<file path="src/rtl/blkxfer_pkg.sv">
package blkxfer_pkg;

    localparam int NREG = 16;
    localparam int IDXW = $clog2(NREG);
    localparam int AW   = 32;
    localparam int DWB  = 3;              // byte offset bits of a 64-bit doubleword
    localparam int DWAW = AW - DWB;       // doubleword index width

    typedef struct packed {
        logic            en;
        logic [IDXW-1:0] idx;
    } lane_t;

    function automatic lane_t lowest_set(input logic [NREG-1:0] v);
        lane_t r;
        r = '0;
        for (int i = NREG - 1; i >= 0; i--) begin
            if (v[i]) begin
                r.en  = 1'b1;
                r.idx = IDXW'(i);
            end
        end
        return r;
    endfunction

    function automatic logic [NREG-1:0] lane_mask(input lane_t l);
        logic [NREG-1:0] m;
        m = '0;
        if (l.en) m[l.idx] = 1'b1;
        return m;
    endfunction

endpackage

</file>
<file path="src/rtl/blkxfer_pick.sv">
module blkxfer_pick
    import blkxfer_pkg::*;
(
    input  logic [NREG-1:0] pend,
    input  logic            upper_half,
    output lane_t           lo_lane,
    output lane_t           hi_lane,
    output logic [NREG-1:0] xfer
);
    lane_t           first_l;
    lane_t           second_l;
    logic [NREG-1:0] rest;

    always_comb begin
        first_l  = lowest_set(pend);
        rest     = pend & ~lane_mask(first_l);
        second_l = lowest_set(rest);
        if (upper_half) begin
            lo_lane = '0;
            hi_lane = first_l;
        end else begin
            lo_lane = first_l;
            hi_lane = second_l;
        end
        xfer = lane_mask(lo_lane) | lane_mask(hi_lane);
    end
endmodule

</file>
<file path="src/rtl/blkxfer_state.sv">
module blkxfer_state
    import blkxfer_pkg::*;
(
    input  logic            clk,
    input  logic            rst,
    input  logic            start,
    input  logic            is_store,
    input  logic [NREG-1:0] reg_list,
    input  logic [AW-1:0]   base_addr,
    input  logic [NREG-1:0] xfer,
    output logic [NREG-1:0] pend_q,
    output logic [DWAW-1:0] dw_q,
    output logic            upper_q,
    output logic            busy_q,
    output logic            first_q,
    output logic            we_q
);
    logic [NREG-1:0] pend_next;

    assign pend_next = pend_q & ~xfer;

    always_ff @(posedge clk) begin
        if (rst) begin
            pend_q  <= '0;
            dw_q    <= '0;
            upper_q <= 1'b0;
            busy_q  <= 1'b0;
            first_q <= 1'b0;
            we_q    <= 1'b0;
        end else if (busy_q) begin
            pend_q  <= pend_next;
            dw_q    <= dw_q + DWAW'(1);
            upper_q <= 1'b0;
            first_q <= 1'b0;
            busy_q  <= |pend_next;
        end else if (start) begin
            pend_q  <= reg_list;
            dw_q    <= base_addr[AW-1:DWB];
            upper_q <= base_addr[2];
            first_q <= 1'b1;
            busy_q  <= 1'b1;
            we_q    <= is_store;
        end
    end
endmodule

</file>
<file path="src/rtl/blkxfer_seq.sv">
module blkxfer_seq
    import blkxfer_pkg::*;
(
    input  logic            clk,
    input  logic            rst,
    input  logic            start,
    input  logic            is_store,
    input  logic [NREG-1:0] reg_list,
    input  logic [AW-1:0]   base_addr,
    output logic            busy,
    output logic            hold_first,
    output logic            mem_req,
    output logic            mem_we,
    output logic [AW-1:0]   mem_addr,
    output logic [1:0]      mem_lane_en,
    output logic [IDXW-1:0] mem_lo_reg,
    output logic [IDXW-1:0] mem_hi_reg,
    output logic [NREG-1:0] done_strobe,
    output logic [NREG-1:0] pending
);
    logic [NREG-1:0] pend_q;
    logic [DWAW-1:0] dw_q;
    logic            upper_q;
    logic            busy_q;
    logic            first_q;
    logic            we_q;
    lane_t           lo_lane;
    lane_t           hi_lane;
    logic [NREG-1:0] xfer;

    blkxfer_pick u_pick (
        .pend       (pend_q),
        .upper_half (upper_q),
        .lo_lane    (lo_lane),
        .hi_lane    (hi_lane),
        .xfer       (xfer)
    );

    blkxfer_state u_state (
        .clk       (clk),
        .rst       (rst),
        .start     (start),
        .is_store  (is_store),
        .reg_list  (reg_list),
        .base_addr (base_addr),
        .xfer      (xfer),
        .pend_q    (pend_q),
        .dw_q      (dw_q),
        .upper_q   (upper_q),
        .busy_q    (busy_q),
        .first_q   (first_q),
        .we_q      (we_q)
    );

    assign busy        = busy_q;
    assign hold_first  = busy_q & first_q;
    assign mem_req     = busy_q & (|pend_q);
    assign mem_we      = we_q;
    assign mem_addr    = {dw_q, {DWB{1'b0}}};
    assign mem_lane_en = {hi_lane.en, lo_lane.en} & {2{busy_q}};
    assign mem_lo_reg  = lo_lane.idx;
    assign mem_hi_reg  = hi_lane.idx;
    assign done_strobe = busy_q ? xfer : '0;
    assign pending     = pend_q & ~done_strobe;
endmodule

</file>
<file path="config.mk">
export PLATFORM = sky130hd
export DESIGN_NAME = blkxfer_seq
export DESIGN_NICKNAME = d
export VERILOG_FILES = /design/src/rtl/blkxfer_pkg.sv /design/src/rtl/blkxfer_pick.sv /design/src/rtl/blkxfer_state.sv /design/src/rtl/blkxfer_seq.sv
export SDC_FILE = /design/constraint.sdc
export NUM_CORES = 1
export LEC_CHECK = 0
export BUFFER_PORTS_ARGS = -buffer_cell sky130_fd_sc_hd__buf_2
export CAP_MARGIN = 10
export CELL_PAD_IN_SITES_DETAIL_PLACEMENT = 2
export CELL_PAD_IN_SITES_GLOBAL_PLACEMENT = 2
export CORE_UTILIZATION = 27
export DETAILED_ROUTE_END_ITERATION = 7
export PLACE_DENSITY_LB_ADDON = 0.05
export SYNTH_ARGS = -nofsm -noshare
export SYNTH_HDL_FRONTEND = slang
export SYNTH_SLANG_ARGS = --single-unit
export TNS_END_PERCENT = 20
</file>
<file path="constraint.sdc">
create_clock -name clk -period 4.64 [get_ports clk]
set_clock_uncertainty 0.1 [all_clocks]
set_input_delay 0.696 -clock clk [delete_from_list [all_inputs] [get_ports clk]]
set_output_delay 0.696 -clock clk [all_outputs]
set_load 0.05 [all_outputs]
</file>
After elaboration in Yosys (flattened, before gate mapping)
Index checks and enable logic that the tools add are counted.

Bits in registers: 49. Latch bits: 0. RAM bits: 0. Bits in read-only memories: 0. Input port bits: 52. Output and inout bits: 78. Logic and storage cells: 82. Memories kept: 0.

Add/subtract/negate cells: 1. Multipliers: 0. Divide/modulo/power cells: 0. Order comparisons: 6. Eq/ne operators: 0. Shift operators: 0. Multiplexer cells: 50. Bitwise gates (word level): 11. Reduce and logical (&&, ||, !) cells: 8.

Operators by type and width (number): 2-to-1 mux 5 bit (34); 2-to-1 mux 16 bit (6); 2-to-1 mux 29 bit (2); bitwise AND 16 bit (3); inverter 16 bit (3); OR reduction 16 bit (2); adder 29 x 1 -> 29 bit (second input constant) (1); OR 16 bit (1); less-than comparator 4 x 5 -> 1 bit (second input constant) (3); demux 1 bit (select 4 bit) (3); >= comparator 4 x 1 -> 1 bit (second input constant) (3); 2-to-1 mux 1 bit (5); logical AND 1 bit (3); bitwise AND 1 bit (2); bitwise AND 2 bit (1); AND reduction 2 bit (1); nonzero test 2 bit (1); OR reduction 2 bit (1); inverter 1 bit (1).

Logic depth before layout (Yosys ltp)
Gate-level depths: netlist (run 1).

Word-level depth: 50. Depth in mapped cells: 14.

Modules after synthesis
Synthesis (run 1) repeated with hierarchy kept, for this count alone.

Cells, all modules: 567. Area total of the unflattened synthesis: 4301.6 um^2.

By module, submodules not included: blkxfer_state (times used 1, cells an instance 359, area each 2732.6 um^2, seq. area each 980.9 um^2); blkxfer_pick (times used 1, cells an instance 161, area each 1164.9 um^2, seq. area each 0.0 um^2); blkxfer_seq (times used 1, cells an instance 47, area each 404.1 um^2, seq. area each 0.0 um^2).

Worst setup path before layout (run 1)
No wires, ideal clock.

Path type: reg2out. Start point: reg u_state.pend_q[5]. End point: out pending[3]. Arrival time: 4.219 ns. Path slack: -0.375 ns. Stages on the path, launching flop included: 14. Path through: dfxtp_1 -> buf_2 -> or4_1 -> nor2_2 -> o211ai_1 -> nor4b_2 -> nor3_1 -> nand3_1 -> o311ai_4 -> inv_2 -> buf_6 -> nand3_1 -> a211oi_1 -> nor2_1.

Longest elaborated chain between the ends: 39. Elaborated cells between the ends (all ways): 48.

Ends and longest elaborated chain: start: declaration (line blkxfer_state.sv:11) `output logic [NREG-1:0] pend_q,`; start signal: assignment (line blkxfer_state.sv:31) `pend_q <= pend_next;`; start signal: assignment (line blkxfer_state.sv:37) `pend_q <= reg_list;`; 2-to-1 mux 5 bit (6 in series) (line blkxfer_pkg.sv:18) `if (v[i]) begin`; less-than comparator 4 x 5 -> 1 bit (not written as such) / >= comparator 4 x 1 -> 1 bit (equally long branches) (line blkxfer_pkg.sv:29) `if (l.en) m[l.idx] = 1'b1;`; logical AND 1 bit (not written as such) (line blkxfer_pkg.sv:29); 2-to-1 mux 1 bit (not written as such) (line blkxfer_pkg.sv:29); demux 1 bit (select 4 bit); 2-to-1 mux 16 bit (line blkxfer_pkg.sv:29); inverter 16 bit (line blkxfer_pick.sv:16) `rest = pend & ~lane_mask(first_l);`; bitwise AND 16 bit (line blkxfer_pick.sv:16); (+17 left out); named net mem_hi_reg[1] (line blkxfer_seq.sv:17) `output logic [IDXW-1:0] mem_hi_reg,`; (+2 left out); 2-to-1 mux 1 bit (not written as such) (line blkxfer_pkg.sv:29); demux 1 bit (select 4 bit) (*); 2-to-1 mux 16 bit (*) (line blkxfer_pkg.sv:29); OR 16 bit (*) (line blkxfer_pick.sv:25) `xfer = lane_mask(lo_lane) | lane_mask(hi_lane);`; 2-to-1 mux 16 bit (*) (line blkxfer_seq.sv:63) `assign done_strobe = busy_q ? xfer : '0;`; named net done_strobe[3] (line blkxfer_seq.sv:18) `output logic [NREG-1:0] done_strobe,`; inverter 16 bit (*) (line blkxfer_seq.sv:64) `assign pending = pend_q & ~done_strobe;`; bitwise AND 16 bit (*) (line blkxfer_seq.sv:64); end: declaration (line blkxfer_seq.sv:19) `output logic [NREG-1:0] pending`.

Mark *: on every way through the listed nets, which the timed path passes. The rest lies on a longest branch.

Final worst setup path (run 1)
Start point: reg u_state.pend_q[15]. End point: out pending[10].

Longest elaborated chain between the ends: 49. Elaborated cells between the ends (all ways): 58.

Ends and longest elaborated chain (line): 2-to-1 mux 5 bit (16 in series) (blkxfer_pkg.sv:18); less-than comparator 4 x 5 -> 1 bit (not written as such) / >= comparator 4 x 1 -> 1 bit (equally long branches) (blkxfer_pkg.sv:29); logical AND 1 bit (not written as such) (blkxfer_pkg.sv:29); 2-to-1 mux 1 bit (not written as such) (blkxfer_pkg.sv:29); demux 1 bit (select 4 bit); 2-to-1 mux 16 bit (blkxfer_pkg.sv:29); inverter 16 bit (blkxfer_pick.sv:16); bitwise AND 16 bit (blkxfer_pick.sv:16); (+18 left out); logical AND 1 bit (not written as such) (blkxfer_pkg.sv:29); 2-to-1 mux 1 bit (not written as such) (blkxfer_pkg.sv:29); demux 1 bit (select 4 bit); 2-to-1 mux 16 bit (blkxfer_pkg.sv:29); OR 16 bit (*) (blkxfer_pick.sv:25); 2-to-1 mux 16 bit (*) (blkxfer_seq.sv:63); inverter 16 bit (*) (blkxfer_seq.sv:64); bitwise AND 16 bit (*) (blkxfer_seq.sv:64).

Every way passes the cells marked *; elsewhere a longest branch is shown, timed or not.

==> results of run 1 <==
stage by stage:
step	std cells	total power, mW	hold slack (ns)	TNS (ns)
after global routing	895	2.12	0.406	-0.0481
final	896	2.01	0.368	0
after global placement	887	1.53	0.341	0
after detailed placement	887	1.55	0.365	0
after CTS	895	2.02	0.376	0
after floorplan	590	1.23	0.349	-0.127
sequential cells by signal, summed over array words and instances, names as in the netlist:
name,cells
u_state.we_q,1
u_state.busy_q,1
u_state.first_q,1
u_state.upper_q,1
u_state.dw_q,29
u_state.pend_q,16
area by class of cell:
type | count | share of cell area
Multi-Input combinational cell | 473 | 0.539
Sequential cell | 49 | 0.191
Timing Repair Buffer | 157 | 0.174
Tap cell | 184 | 0.0444
Clock buffer | 6 | 0.0268
Inverter | 24 | 0.0174
Clock inverter | 2 | 0.00724
Antenna cell | 1 | 0.000483
cells in the final DEF, fill, tap and decap left out, drive strengths merged, types with 6 or more instances in the layout:
cell type,n
buf,152
a21oi,94
nor2,91
nand2,51
dfxtp,49
nand3,27
inv,23
o21ai,22
nor3,15
and3,14
nor2b,14
clkbuf,11
and2,10
a22oi,9
a211oi,9
o31ai,8
nor4,7
a31oi,7
o21a,6
o32ai,6
a221oi,6
metal layers:
metal	GRT usage	share of wire	vias up
met1	0.280	0.43	2427
met4	0.0677	0.019	2
met5	0	0.00056	-
met2	0.426	0.51	81
met3	0.0485	0.040	23
li1	-	-	2382
synth_stat cells, types with 5 or more instances:
cell       count
a21oi_1       93
nor2_1        88
nand2_1       51
dfxtp_1       49
clkbuf_1      27
nand3_1       27
inv_1         21
o21ai_0       19
and3_1        14
nor2b_1       14
nor3_1        14
and2_1        10
a22oi_1        9
o31ai_1        8
a211oi_1       7
buf_2          7
o21a_1         6
a221oi_1       5
a2bb2oi_1      5
nand2b_1       5
nor4_1         5
o211ai_1       5
o31a_1         5
o32ai_1        5
cells by family after synthesis:
kind of cell | after synthesis | share of synthesized area
AOI/OAI and AO/OA | 210 | 0.354
adders and majority gates | 3 | 0.00808
and+or+nand+nor | 251 | 0.303
muxes | 5 | 0.0127
DFF | 49 | 0.244
buffers and inverters | 68 | 0.0758
other | 1 | 0.000931
xor gates and xnor gates | 1 | 0.00218
worst max-delay path by stage:
stage | to | slack (ns) | cells past startpoint
floorplan | pending[2] | -0.13 | 13
global placement | pending[10] | 0.34 | 15
detailed placement | pending[10] | 0.29 | 15
CTS | done_strobe[12] | 0.02 | 11
global route | pending[12] | -0.02 | 12
finish | pending[10] | 0.12 | 15
timing repair:
item,CTS,global route
hold buffers,0,0
setup endpoints to repair,5,24
resized for setup,2,19
gates cloned,0,0
pin swaps,0,1
critical path: stages, from the launching register on:
cell,delay [ns]
dfxtp_2,0.41
buf_4,0.16
nor2_1,0.04
o31a_1,0.33
buf_4,0.18
o21a_1,0.19
o31a_1,0.30
nor2_2,0.18
nand2_1,0.11
o311ai_4,0.36
inv_2,0.17
o21ai_1,0.19
o32ai_1,0.17
and2_1,0.22
nor2_1,0.11
buf_2,0.28
power by group through the flow:
stage               logic, mW  clock network, mW  registers (mW)
detailed placement       1.03                  0           0.527
CTS                      1.03              0.470           0.517
global placement         1.01                  0           0.524
global route             1.11              0.481           0.527
finish                   1.04              0.452           0.519
floorplan               0.661                  0           0.568
==> metrics.csv, run 1 <==
metric;value;unit
rows;44;
placement.cell_area;4950;sq um
p_clk_frac;0.225;
pwr-share-comb;0.517;
clk_pin_slew;0.07;ns
synthDistinctLibCells;72;
initial_core_util;0.277;
layout_min_cycle_time;4.52;ns
r2r-start;u_state.pend_q[5];
cts_buffer_depth;2;
timing.rr.end;u_state.busy_q;
start_kind;flop;
antenna_found_initial;1;
drive_above_1_share;0.286;
crit_start;u_state.pend_q[15];
first_pass_iters;4;
hold_path.class;flop to flop;
stdcell_area;5180;sq um
hold_viol_final;0;
pre_cts_ws;0.289;ns
fill_cells;1775;
grt_pass1_wl;27.7;mm
hold_end;u_state.we_q;
status;finished, final reports clean;
synth-async-reset-ratio;0;
drt_wl_total;17.9;mm
core_region_area;14500;sq um
setup_slack;0.117;ns
drtIter0Drc;131;
die-height;124;microns
power.internal;1.05;mW
slew_violations;0;
critPathRequiredTime;3.84;ns
cp.arrival;3.73;ns
gp_congestion;0.848;
fmax;0.221;GHz
clock_sinks;49;
cts_made_buffers;5;
peakVddDrop;127;uV
slew_headroom;0.312;
drc;0;
p_leak;2.24;nW
htreeDepth;2;
hpwl;13.8;mm
cp_max_fo;6;
cts-root-buf;clkbuf_16;
worstHoldStart;u_state.we_q;
die_w;124;microns
cap_violations;0;
track_usage;0.236;
synth_area;4030;sq um
switching_power;0.963;mW
synth_edf_count;0;
fin_util;0.357;
powerDensity;388;nW/um^2
setup.worst_path.class;flop to output pin;
pwr-share-seq;0.258;
rsz0062_at_grt;yes;
grt_pass1_vias;5215;
io_pins;130;
dieArea;15400;sq um
min_path_cells;2;
grt_max_degree;57;
synthTopCellsByArea;dfxtp_1 24%, a21oi_1 12%, nor2_1 8.2%, nand2_1 4.8%, nand3_1 3.4%;
period_share;0.975;
synth_area_leader_cell;dfxtp_1;
ff2ff_path_depth;14;
multi_input_area;2790;sq um
post_drt_wl_per_cell;20.0;microns
ys_seq_elements;49;
setup_violations;0;
final_antenna_net_count;0;
overflow;0;
num_vias;4915;
post-cts-setup-buffer-count;0;
synth_top_area_share;0.244;
seq_area_frac_synth;0.244;
layout.nets;763;
r2r_slack;0.84;ns
avgSynthCellArea;6.85;sq um
clk_latency;0.30;ns
vias_per_cell;5.49;
area_delta_synth_final;28.8;%
io_buffer_count;124;
synth_top_flop_cell;dfxtp_1;
final-seq-area;991;sq um
swShare;0.478;
synthCells;588;
cts_tree;done;
end_kind;output pin;
synth_warnings;0;
worst_slew_pin_slew;1.03;ns
Power figures use the tool's default switching activity.
==> run 2: changes to the inputs <==
- CELL_PAD_IN_SITES_DETAIL_PLACEMENT: 2 -> 1
- CELL_PAD_IN_SITES_GLOBAL_PLACEMENT: 2 -> 1
- CORE_UTILIZATION: 27 -> 36
==> metrics.csv, run 2 (synthesis results as in run 1) <==
metric;value;unit
post_drt_wl_per_cell;18.8;microns
slowest_delay;0.43;ns
rows;38;
final_antenna_net_count;0;
cp_max_fo;8;
grt_max_degree;50;
clk_latency;0.31;ns
slew_headroom;0.332;
rsz0062_at_grt;yes;
initial_core_util;0.370;
cts-root-buf;clkbuf_8;
drive_above_1_share;0.281;
die_w;108;microns
path_buf_inv;3;
stdcell_area;5010;sq um
io_pins;130;
fill_cells;1461;
largest-register;u_state.dw_q;
htreeDepth;2;
antenna_found_initial;1;
cp.arrival;3.79;ns
setup.worst_path.class;flop to output pin;
drtIter0Drc;136;
setup_violations;0;
cts_made_buffers;5;
critPathRequiredTime;3.84;ns
period_share;0.988;
mostFrequentLayoutCells;122 x buf_2, 93 x a21oi_1, 85 x nor2_1, 51 x nand2_1, 43 x dfxtp_1;
end_kind;output pin;
overflow;0;
cts_buffer_depth;2;
hold_path.class;flop to flop;
start_kind;flop;
worst_slew_pin_slew;1.00;ns
grt_pass1_vias;4884;
first_pass_iters;4;
core_region_area;10900;sq um
slowest_stage;or3_1;
p_leak;2.18;nW
clock_sinks;49;
largest_reg_flops;29;
die-height;108;microns
final_common_cell;buf_2;
reg_top3;u_state.dw_q x29, u_state.pend_q x16;
slew_violations;0;
powerDensity;371;nW/um^2
worstPathCellList;buf_4 -> nor4_2 -> nand4_1 -> or3_1 -> a22oi_1 -> nor2_1 -> o311ai_4 -> inv_2 -> o21ai_1 -> o32ai_1 -> and2_1 -> nor2b_1 -> clkbuf_4;
io_buffer_count;124;
status;finished, final reports clean;
fmax;0.218;GHz
placement.cell_area;4800;sq um
layout.nets;757;
grt_pass1_wl;25.0;mm
layout_min_cycle_time;4.58;ns
cts_tree;done;
gp_congestion;0.925;
hpwl;11.9;mm
area_delta_synth_final;24.5;%
vias_per_cell;5.77;
num_vias;4882;
cpLargestDelayFamily;simple AND/OR/NAND/NOR gates;
hold_viol_final;0;
p_total;1.86;mW
cts_hold_buf;0;
dieArea;11600;sq um
drt_wl_total;15.9;mm
clk_pin_slew;0.10;ns
track_usage;0.274;
cap_violations;0;
peakVddDrop;191;uV
drc;0;
run 2: cell types whose count changed in the layout (fill, tap and decap cells not counted), moves of 2 or more:
cell / previous run / this run
buf_4: 33 / 27
buf_2: 117 / 122
clkbuf_16: 5 / 0
clkbuf_8: 1 / 6
clkbuf_4: 5 / 2
dfxtp_1: 41 / 43
dfxtp_2: 8 / 6
run 2: area by class of cell:
type                            instances  area [sq um]  area share
Inverter                               24          90.1      0.0180
Timing Repair Buffer                  151           828       0.165
Sequential cell                        49           988       0.197
Multi-Input combinational cell        473          2810       0.560
Clock inverter                          2          37.5     0.00749
Tap cell                              140           175      0.0349
Antenna cell                            1          2.50    0.000499
Clock buffer                            6          82.6      0.0165
run 2: what timing repair did:
action | 4_1_cts | 5_1_grt
hold endpoints to repair | 0 | 0
gates cloned | 0 | 0
pin swaps | 0 | 2
gates resized for setup | 1 | 15
setup buffers | 0 | 4
endpoints found under the setup margin | 2 | 26
run 2: tightest hold or removal path, stage by stage (launching register included):
cell and delay (ns):
dfxtp_1 0.32, nand2_1 0.05, a21oi_1 0.06
run 2: worst paths after layout:
check / start / endpoint / slack (ns) / cells past startpoint
max: u_state.pend_q[5] / pending[6] / 0.06 / 13
min: u_state.we_q / u_state.we_q / 0.37 / 2
max reg2reg: u_state.pend_q[10] / u_state.busy_q / 0.83 / 13
min reg2reg: u_state.we_q / u_state.we_q / 0.37 / 2
run 2: report_power, final:
group / switching (mW) / internal [mW] / total (mW)
registers: 0.0630 / 0.455 / 0.518
clock network: 0.161 / 0.176 / 0.337
logic: 0.703 / 0.300 / 1.00
run 2: metal layers:
layer  wire, microns  vias to the layer above  GRT usage
li1                -                     2363          -
met1            6960                     2400      0.325
met2            8030                       97      0.495
met3             627                       22     0.0454
met4             288                        0     0.0930
met5               0                        -          0
run 2: through the flow:
step           cells  hold slack [ns]  TNS, ns  setup slack, ns   util
3_5_place_dp     833            0.356        0            0.353  0.441
3_3_place_gp     833            0.340        0            0.277  0.441
5_1_grt          845            0.400   -0.366           -0.114  0.460
6_report         846            0.368        0           0.0561  0.460
2_1_floorplan    590            0.349   -0.127           -0.127      -
4_1_cts          841            0.371        0          0.00279  0.452
